[src/rtl/statflag_pkg.sv]
package statflag_pkg;

    localparam int DATA_W = 32;
    localparam int HALF_W = 16;
    localparam int BYTE_W = 8;
    localparam int NIB_W  = 4;
    localparam int PAR_W  = 8;
    localparam int FLAG_N = 6;

    typedef enum logic [2:0] {
        OP_ADD  = 3'd0,
        OP_SUB  = 3'd1,
        OP_AND  = 3'd2,
        OP_OR   = 3'd3,
        OP_XOR  = 3'd4,
        OP_RSV5 = 3'd5,
        OP_RSV6 = 3'd6,
        OP_RSV7 = 3'd7
    } op_e;

    typedef enum logic [1:0] {
        SZ_BYTE = 2'd0,
        SZ_HALF = 2'd1,
        SZ_WORD = 2'd2,
        SZ_WIDE = 2'd3
    } size_e;

    typedef struct packed {
        logic cf;
        logic of;
        logic sf;
        logic zf;
        logic af;
        logic pf;
    } flags_t;

    function automatic logic [DATA_W-1:0] size_mask(size_e s);
        logic [DATA_W-1:0] m;
        unique case (s)
            SZ_BYTE: m = DATA_W'({BYTE_W{1'b1}});
            SZ_HALF: m = DATA_W'({HALF_W{1'b1}});
            default: m = {DATA_W{1'b1}};
        endcase
        return m;
    endfunction

endpackage

[src/rtl/stat_arith.sv]
module stat_arith
    import statflag_pkg::*;
(
    input  logic [DATA_W-1:0] a_in,
    input  logic [DATA_W-1:0] b_in,
    input  logic              sub_en,
    input  size_e             size,
    output logic [DATA_W-1:0] sum_out,
    output logic              carry_o,
    output logic              ovf_o,
    output logic              nib_o
);

    logic [DATA_W-1:0] mask;
    logic [DATA_W-1:0] a_m;
    logic [DATA_W-1:0] b_x;
    logic [DATA_W:0]   full;
    logic [NIB_W:0]    nib;
    logic              carry_raw;
    logic              a_s;
    logic              b_s;
    logic              r_s;

    always_comb begin
        mask = size_mask(size);
        a_m  = a_in & mask;
        b_x  = (b_in ^ {DATA_W{sub_en}}) & mask;
        full = {1'b0, a_m} + {1'b0, b_x} + (DATA_W+1)'(sub_en);
        nib  = {1'b0, a_m[NIB_W-1:0]} + {1'b0, b_x[NIB_W-1:0]} + (NIB_W+1)'(sub_en);
    end

    always_comb begin
        unique case (size)
            SZ_BYTE: begin
                carry_raw = full[BYTE_W];
                a_s       = a_m[BYTE_W-1];
                b_s       = b_x[BYTE_W-1];
                r_s       = full[BYTE_W-1];
            end
            SZ_HALF: begin
                carry_raw = full[HALF_W];
                a_s       = a_m[HALF_W-1];
                b_s       = b_x[HALF_W-1];
                r_s       = full[HALF_W-1];
            end
            default: begin
                carry_raw = full[DATA_W];
                a_s       = a_m[DATA_W-1];
                b_s       = b_x[DATA_W-1];
                r_s       = full[DATA_W-1];
            end
        endcase
    end

    assign sum_out = full[DATA_W-1:0] & mask;
    assign carry_o = carry_raw ^ sub_en;
    assign nib_o   = nib[NIB_W] ^ sub_en;
    assign ovf_o   = (a_s == b_s) && (r_s != a_s);

endmodule

[src/rtl/stat_logic.sv]
module stat_logic
    import statflag_pkg::*;
(
    input  logic [DATA_W-1:0] a_in,
    input  logic [DATA_W-1:0] b_in,
    input  op_e               op,
    input  size_e             size,
    output logic [DATA_W-1:0] res_out
);

    logic [DATA_W-1:0] raw;

    always_comb begin
        case (op)
            OP_AND:  raw = a_in & b_in;
            OP_OR:   raw = a_in | b_in;
            OP_XOR:  raw = a_in ^ b_in;
            default: raw = '0;
        endcase
    end

    assign res_out = raw & size_mask(size);

endmodule

[src/rtl/stat_flags_calc.sv]
module stat_flags_calc
    import statflag_pkg::*;
(
    input  logic [DATA_W-1:0] res,
    input  size_e             size,
    input  logic              arith_en,
    input  logic              carry_i,
    input  logic              ovf_i,
    input  logic              nib_i,
    output flags_t            flags_d
);

    logic msb;

    always_comb begin
        unique case (size)
            SZ_BYTE: msb = res[BYTE_W-1];
            SZ_HALF: msb = res[HALF_W-1];
            default: msb = res[DATA_W-1];
        endcase
    end

    always_comb begin
        flags_d.cf = arith_en & carry_i;
        flags_d.of = arith_en & ovf_i;
        flags_d.af = arith_en & nib_i;
        flags_d.sf = msb;
        flags_d.zf = (res == '0);
        flags_d.pf = ~^res[PAR_W-1:0];
    end

endmodule

[src/rtl/stat_flag_unit.sv]
module stat_flag_unit
    import statflag_pkg::*;
(
    input  logic              clk,
    input  logic              rst_n,
    input  logic [31:0]       opnd_a,
    input  logic [31:0]       opnd_b,
    input  logic [2:0]        op_sel,
    input  logic [1:0]        size_sel,
    input  logic              flag_we,
    output logic [31:0]       result,
    output logic [5:0]        flags_q
);

    op_e               op;
    size_e             size;
    logic              arith_en;
    logic [DATA_W-1:0] sum_w;
    logic [DATA_W-1:0] log_w;
    logic              carry_w;
    logic              ovf_w;
    logic              nib_w;
    flags_t            flags_d;
    flags_t            flags_r;

    assign op       = op_e'(op_sel);
    assign size     = size_e'(size_sel);
    assign arith_en = (op == OP_ADD) || (op == OP_SUB);

    stat_arith u_arith (
        .a_in    (opnd_a),
        .b_in    (opnd_b),
        .sub_en  (op == OP_SUB),
        .size    (size),
        .sum_out (sum_w),
        .carry_o (carry_w),
        .ovf_o   (ovf_w),
        .nib_o   (nib_w)
    );

    stat_logic u_logic (
        .a_in    (opnd_a),
        .b_in    (opnd_b),
        .op      (op),
        .size    (size),
        .res_out (log_w)
    );

    assign result = arith_en ? sum_w : log_w;

    stat_flags_calc u_flags (
        .res      (result),
        .size     (size),
        .arith_en (arith_en),
        .carry_i  (carry_w),
        .ovf_i    (ovf_w),
        .nib_i    (nib_w),
        .flags_d  (flags_d)
    );

    always_ff @(posedge clk or negedge rst_n) begin
        if (!rst_n) begin
            flags_r <= '0;
        end else if (flag_we) begin
            flags_r <= flags_d;
        end
    end

    assign flags_q = flags_r;

endmodule

[config.mk]
export PLATFORM = sky130hd
export DESIGN_NAME = stat_flag_unit
export DESIGN_NICKNAME = d
export VERILOG_FILES = /design/src/rtl/statflag_pkg.sv /design/src/rtl/stat_arith.sv /design/src/rtl/stat_logic.sv /design/src/rtl/stat_flags_calc.sv /design/src/rtl/stat_flag_unit.sv
export SDC_FILE = /design/constraint.sdc
export NUM_CORES = 1
export LEC_CHECK = 0
export ABC_AREA = 1
export CORE_MARGIN = 3
export CORE_UTILIZATION = 40
export CTS_BUF_LIST = sky130_fd_sc_hd__clkbuf_4 sky130_fd_sc_hd__clkbuf_8 sky130_fd_sc_hd__clkbuf_16
export CTS_CLUSTER_DIAMETER = 80
export CTS_CLUSTER_SIZE = 14
export DETAILED_ROUTE_END_ITERATION = 6
export GPL_TIMING_DRIVEN = 0
export PLACE_DENSITY = 0.67
export SLEW_MARGIN = 20
export SYNTH_ARGS = -nofsm -noshare
export SYNTH_HDL_FRONTEND = slang
export SYNTH_SLANG_ARGS = --single-unit
export TNS_END_PERCENT = 5
[constraint.sdc]
create_clock -name clk -period 9 [get_ports clk]
set_input_delay 1.8 -clock clk [delete_from_list [all_inputs] [get_ports clk]]
set_output_delay 1.8 -clock clk [all_outputs]
set_load 0.05 [all_outputs]
==> reports/metrics.cfg, run 1 <==
[placement]
gp_congestion = 0.968
dp_hpwl_mm = 15.5
port_buffers = 108

[sta]
fin_tns_setup_ps = 0
maxSlewHeadroom_pct = 42.8
layout_min_cycle_time_ps = 8370
hold_violations = 0
tightest_slew_ps = 857
fin_crit_sh_pct = 93.0
fmax_ghz = 0.119
finalSetupViolations = 0
final_max_slew_viol_count = 0
skew_ps = 0
rsz0062_at_grt = false

[clock_tree]
ctsResizeCount = 0
clock_sinks = 6
holdBufCountCts = 0
htree_levels = 1
root_buffer = clkbuf_16
clkTransAtPathRegs_ps = 30
worstSkewPairLatency_ps = 230
cts_tree = yes
post_cts_buffers = 0
cts_inserted_buffers = 3
cts.path.max_buffers = 2

[setup_path]
rr_startpoint = flags_q[1]
cp_max_fo = 10
setup.worst_path.end = result[25]
path_class = input pin to primary output
r2r_cells = 1
regToRegSetupSlack_ps = 8290
critPathArrivalTime_ps = 6570
required_ps = 7200
reg2reg_to = flags_q[1]
worstSetupEndpointType = primary output
cp-start-kind = input pin
worstSetupStartpoint = op_sel[2]

[yosys]
yosysUniqueCellTypes = 42
synth-edff-count = 0
yosysMostFrequentCell = nand2_1
async_flop_share_pct = 100
synth_top_cell_by_area = ha_1
synth_area_leaders = ha_1 (24%), nand2_1 (14%), inv_1 (13%)
yosysWarnings = 0
syn_inst = 915
ys_seq_area_share_pct = 2.92
syn-cell-area_mm2 = 0.00515
synth_top_area_share_pct = 24.1
synth_nets = 1087
ys.flop_type = dfrtp_1
ys_ff_latch = 6
synth.avg_cell_area_um2 = 5.62
ys_top_cells_by_count = nand2_1 (194), inv_1 (174), ha_1 (99)

[routing]
avgRoutedWirePerCell_um = 15.7
drc = 0
wirelength_mm = 18.7
dr_total_vias = 6306
firstDrtPassIters = 5
first_iter_violations = 523
viasPerCell = 5.28
drtAntennaViolNets = 0

[power]
report.power.total_mw = 0.546
power_density_mw_per_mm2 = 83.9
p_leak_nw = 3.55
peakVddDrop_mv = 0.0478

[grt]
grt_antenna_before_repair = 0
overflow = 0
grt_pass1_vias = 5949
grt_max_degree = 11
grt_use_total_pct = 25.8
grt_pass1_wl_mm = 30.2

[cells_and_area]
fillers = 1373
area_delta_synth_final_pct = 26.6
drive_gt1_share_pct = 5.17
n_antenna_cell = 0
largest_reg_flops = 6
nNetsFinal = 1200

[die]
die_y_um = 119
rows = 40
dieArea_mm2 = 0.0143
core_mm2 = 0.0123
io_pins = 110
initial_core_util_pct = 41.8
die_w_um = 119

[hold_path]
whs_path_depth = 2
worstHoldStart = flags_q[5]
hold_path_class = flip-flop to flip-flop

[run]
maxCapViolCount = 0

[outcome]
status = finished, final reports clean

-- critical path, stage by stage --
cell	delay (ps)
clkdlybuf4s50_1	530
inv_2	80
nand3_4	170
clkbuf_1	440
clkbuf_1	600
xor2_1	150
ha_1	410
nand2_1	100
inv_1	100
nand3_1	90
o21ai_2	300
nand2_1	150
nand2_2	140
nand2_1	80
nand2_1	110
nand2_1	110
nand2_1	80
nand2_1	50
nand3_1	100
nand2_1	110
inv_1	60
clkdlybuf4s50_1	790
-- per-stage QoR --
step	utilization, %	hold slack (ps)	cells	worst slack (ps)	instance area [um2]
after floorplan	-	755	915	2420	5150
after global placement	52.3	474	1191	818	6440
after detailed placement	52.3	473	1191	723	6440
after CTS	52.9	481	1194	715	6510
after global routing	52.9	511	1194	363	6510
final	52.9	482	1194	631	6510
-- worst min-delay path by stage --
stage / endpoint / slack [ps]
6_report: flags_q[5] / 480
5_1_grt: flags_q[2] / 510
4_1_cts: flags_q[2] / 480
3_5_place_dp: flags_q[2] / 470
3_3_place_gp: flags_q[2] / 470
2_1_floorplan: flags_q[2] / 760
-- cells by family (layout without fill, tap and decap cells) --
group           count (synthesis)  after routing  synth area share (%)
fa+ha+maj                     100            100                  24.5
compound gates                191            191                  21.2
flops                           6              6                  2.92
simple gates                  400            400                  34.2
buf+inv                       207            318                  15.4
xor+xnor                       11             11                  1.87
-- placed cells by master (no fill, tap or decap), types with 12 or more instances in the layout --
cell type          n
a21oi_1           88
a221oi_1          13
clkbuf_1          13
clkdlybuf4s50_1  108
ha_1              99
inv_1            174
nand2_1          194
nand2_2           18
nand3_1           78
nand4_1           12
nor2_1            72
o21ai_0           52
-- power breakdown --
part / internal (mW) / switching [mW]
sequential: 0.0312 / 0.00219
clock: 0.0570 / 0.0150
combinational: 0.158 / 0.283
-- area by class of cell --
type | count | area (um2) | share of cell area [%]
Buffer | 27 | 115 | 1.77
Clock buffer | 3 | 75.1 | 1.15
Inverter | 180 | 676 | 10.4
Multi-Input combinational cell | 702 | 4210 | 64.6
Sequential cell | 6 | 150 | 2.31
Tap cell | 168 | 210 | 3.23
Timing Repair Buffer | 108 | 1080 | 16.6
-- routing by layer --
metal | vias up | GRT usage (%) | part of all wire [%]
li1 | 3214 | - | -
met1 | 2843 | 39.1 | 49
met2 | 231 | 40.4 | 42
met3 | 18 | 1.85 | 7.3
met4 | 0 | 4.01 | 1.4
met5 | - | 0 | 0
Power figures use the tool's default switching activity.
==> run 2, diff against run 1 <==
--- a/config.mk
+++ b/config.mk
@@ -6,6 +6,7 @@
 export NUM_CORES = 1
 export LEC_CHECK = 0
 export ABC_AREA = 1
+export CAP_MARGIN = 30
 export CORE_MARGIN = 3
 export CORE_UTILIZATION = 40
 export CTS_BUF_LIST = sky130_fd_sc_hd__clkbuf_4 sky130_fd_sc_hd__clkbuf_8 sky130_fd_sc_hd__clkbuf_16
==> constraint.sdc (replaced) <==
create_clock -name clk -period 10 [get_ports clk]
set_input_delay 2 -clock clk [delete_from_list [all_inputs] [get_ports clk]]
set_output_delay 2 -clock clk [all_outputs]
set_load 0.05 [all_outputs]
==> results of run 2 <==
The final DEF is identical to that of run 1. Status: finished, final reports clean.
Among the figures that moved: setup slack after placement 723 ps -> 1320 ps; setup slack after layout 631 ps -> 1230 ps; register-to-register setup slack 8290 ps -> 9290 ps; total power 0.546 mW -> 0.492 mW; worst IR drop on VDD 0.0478 mV -> 0.0431 mV
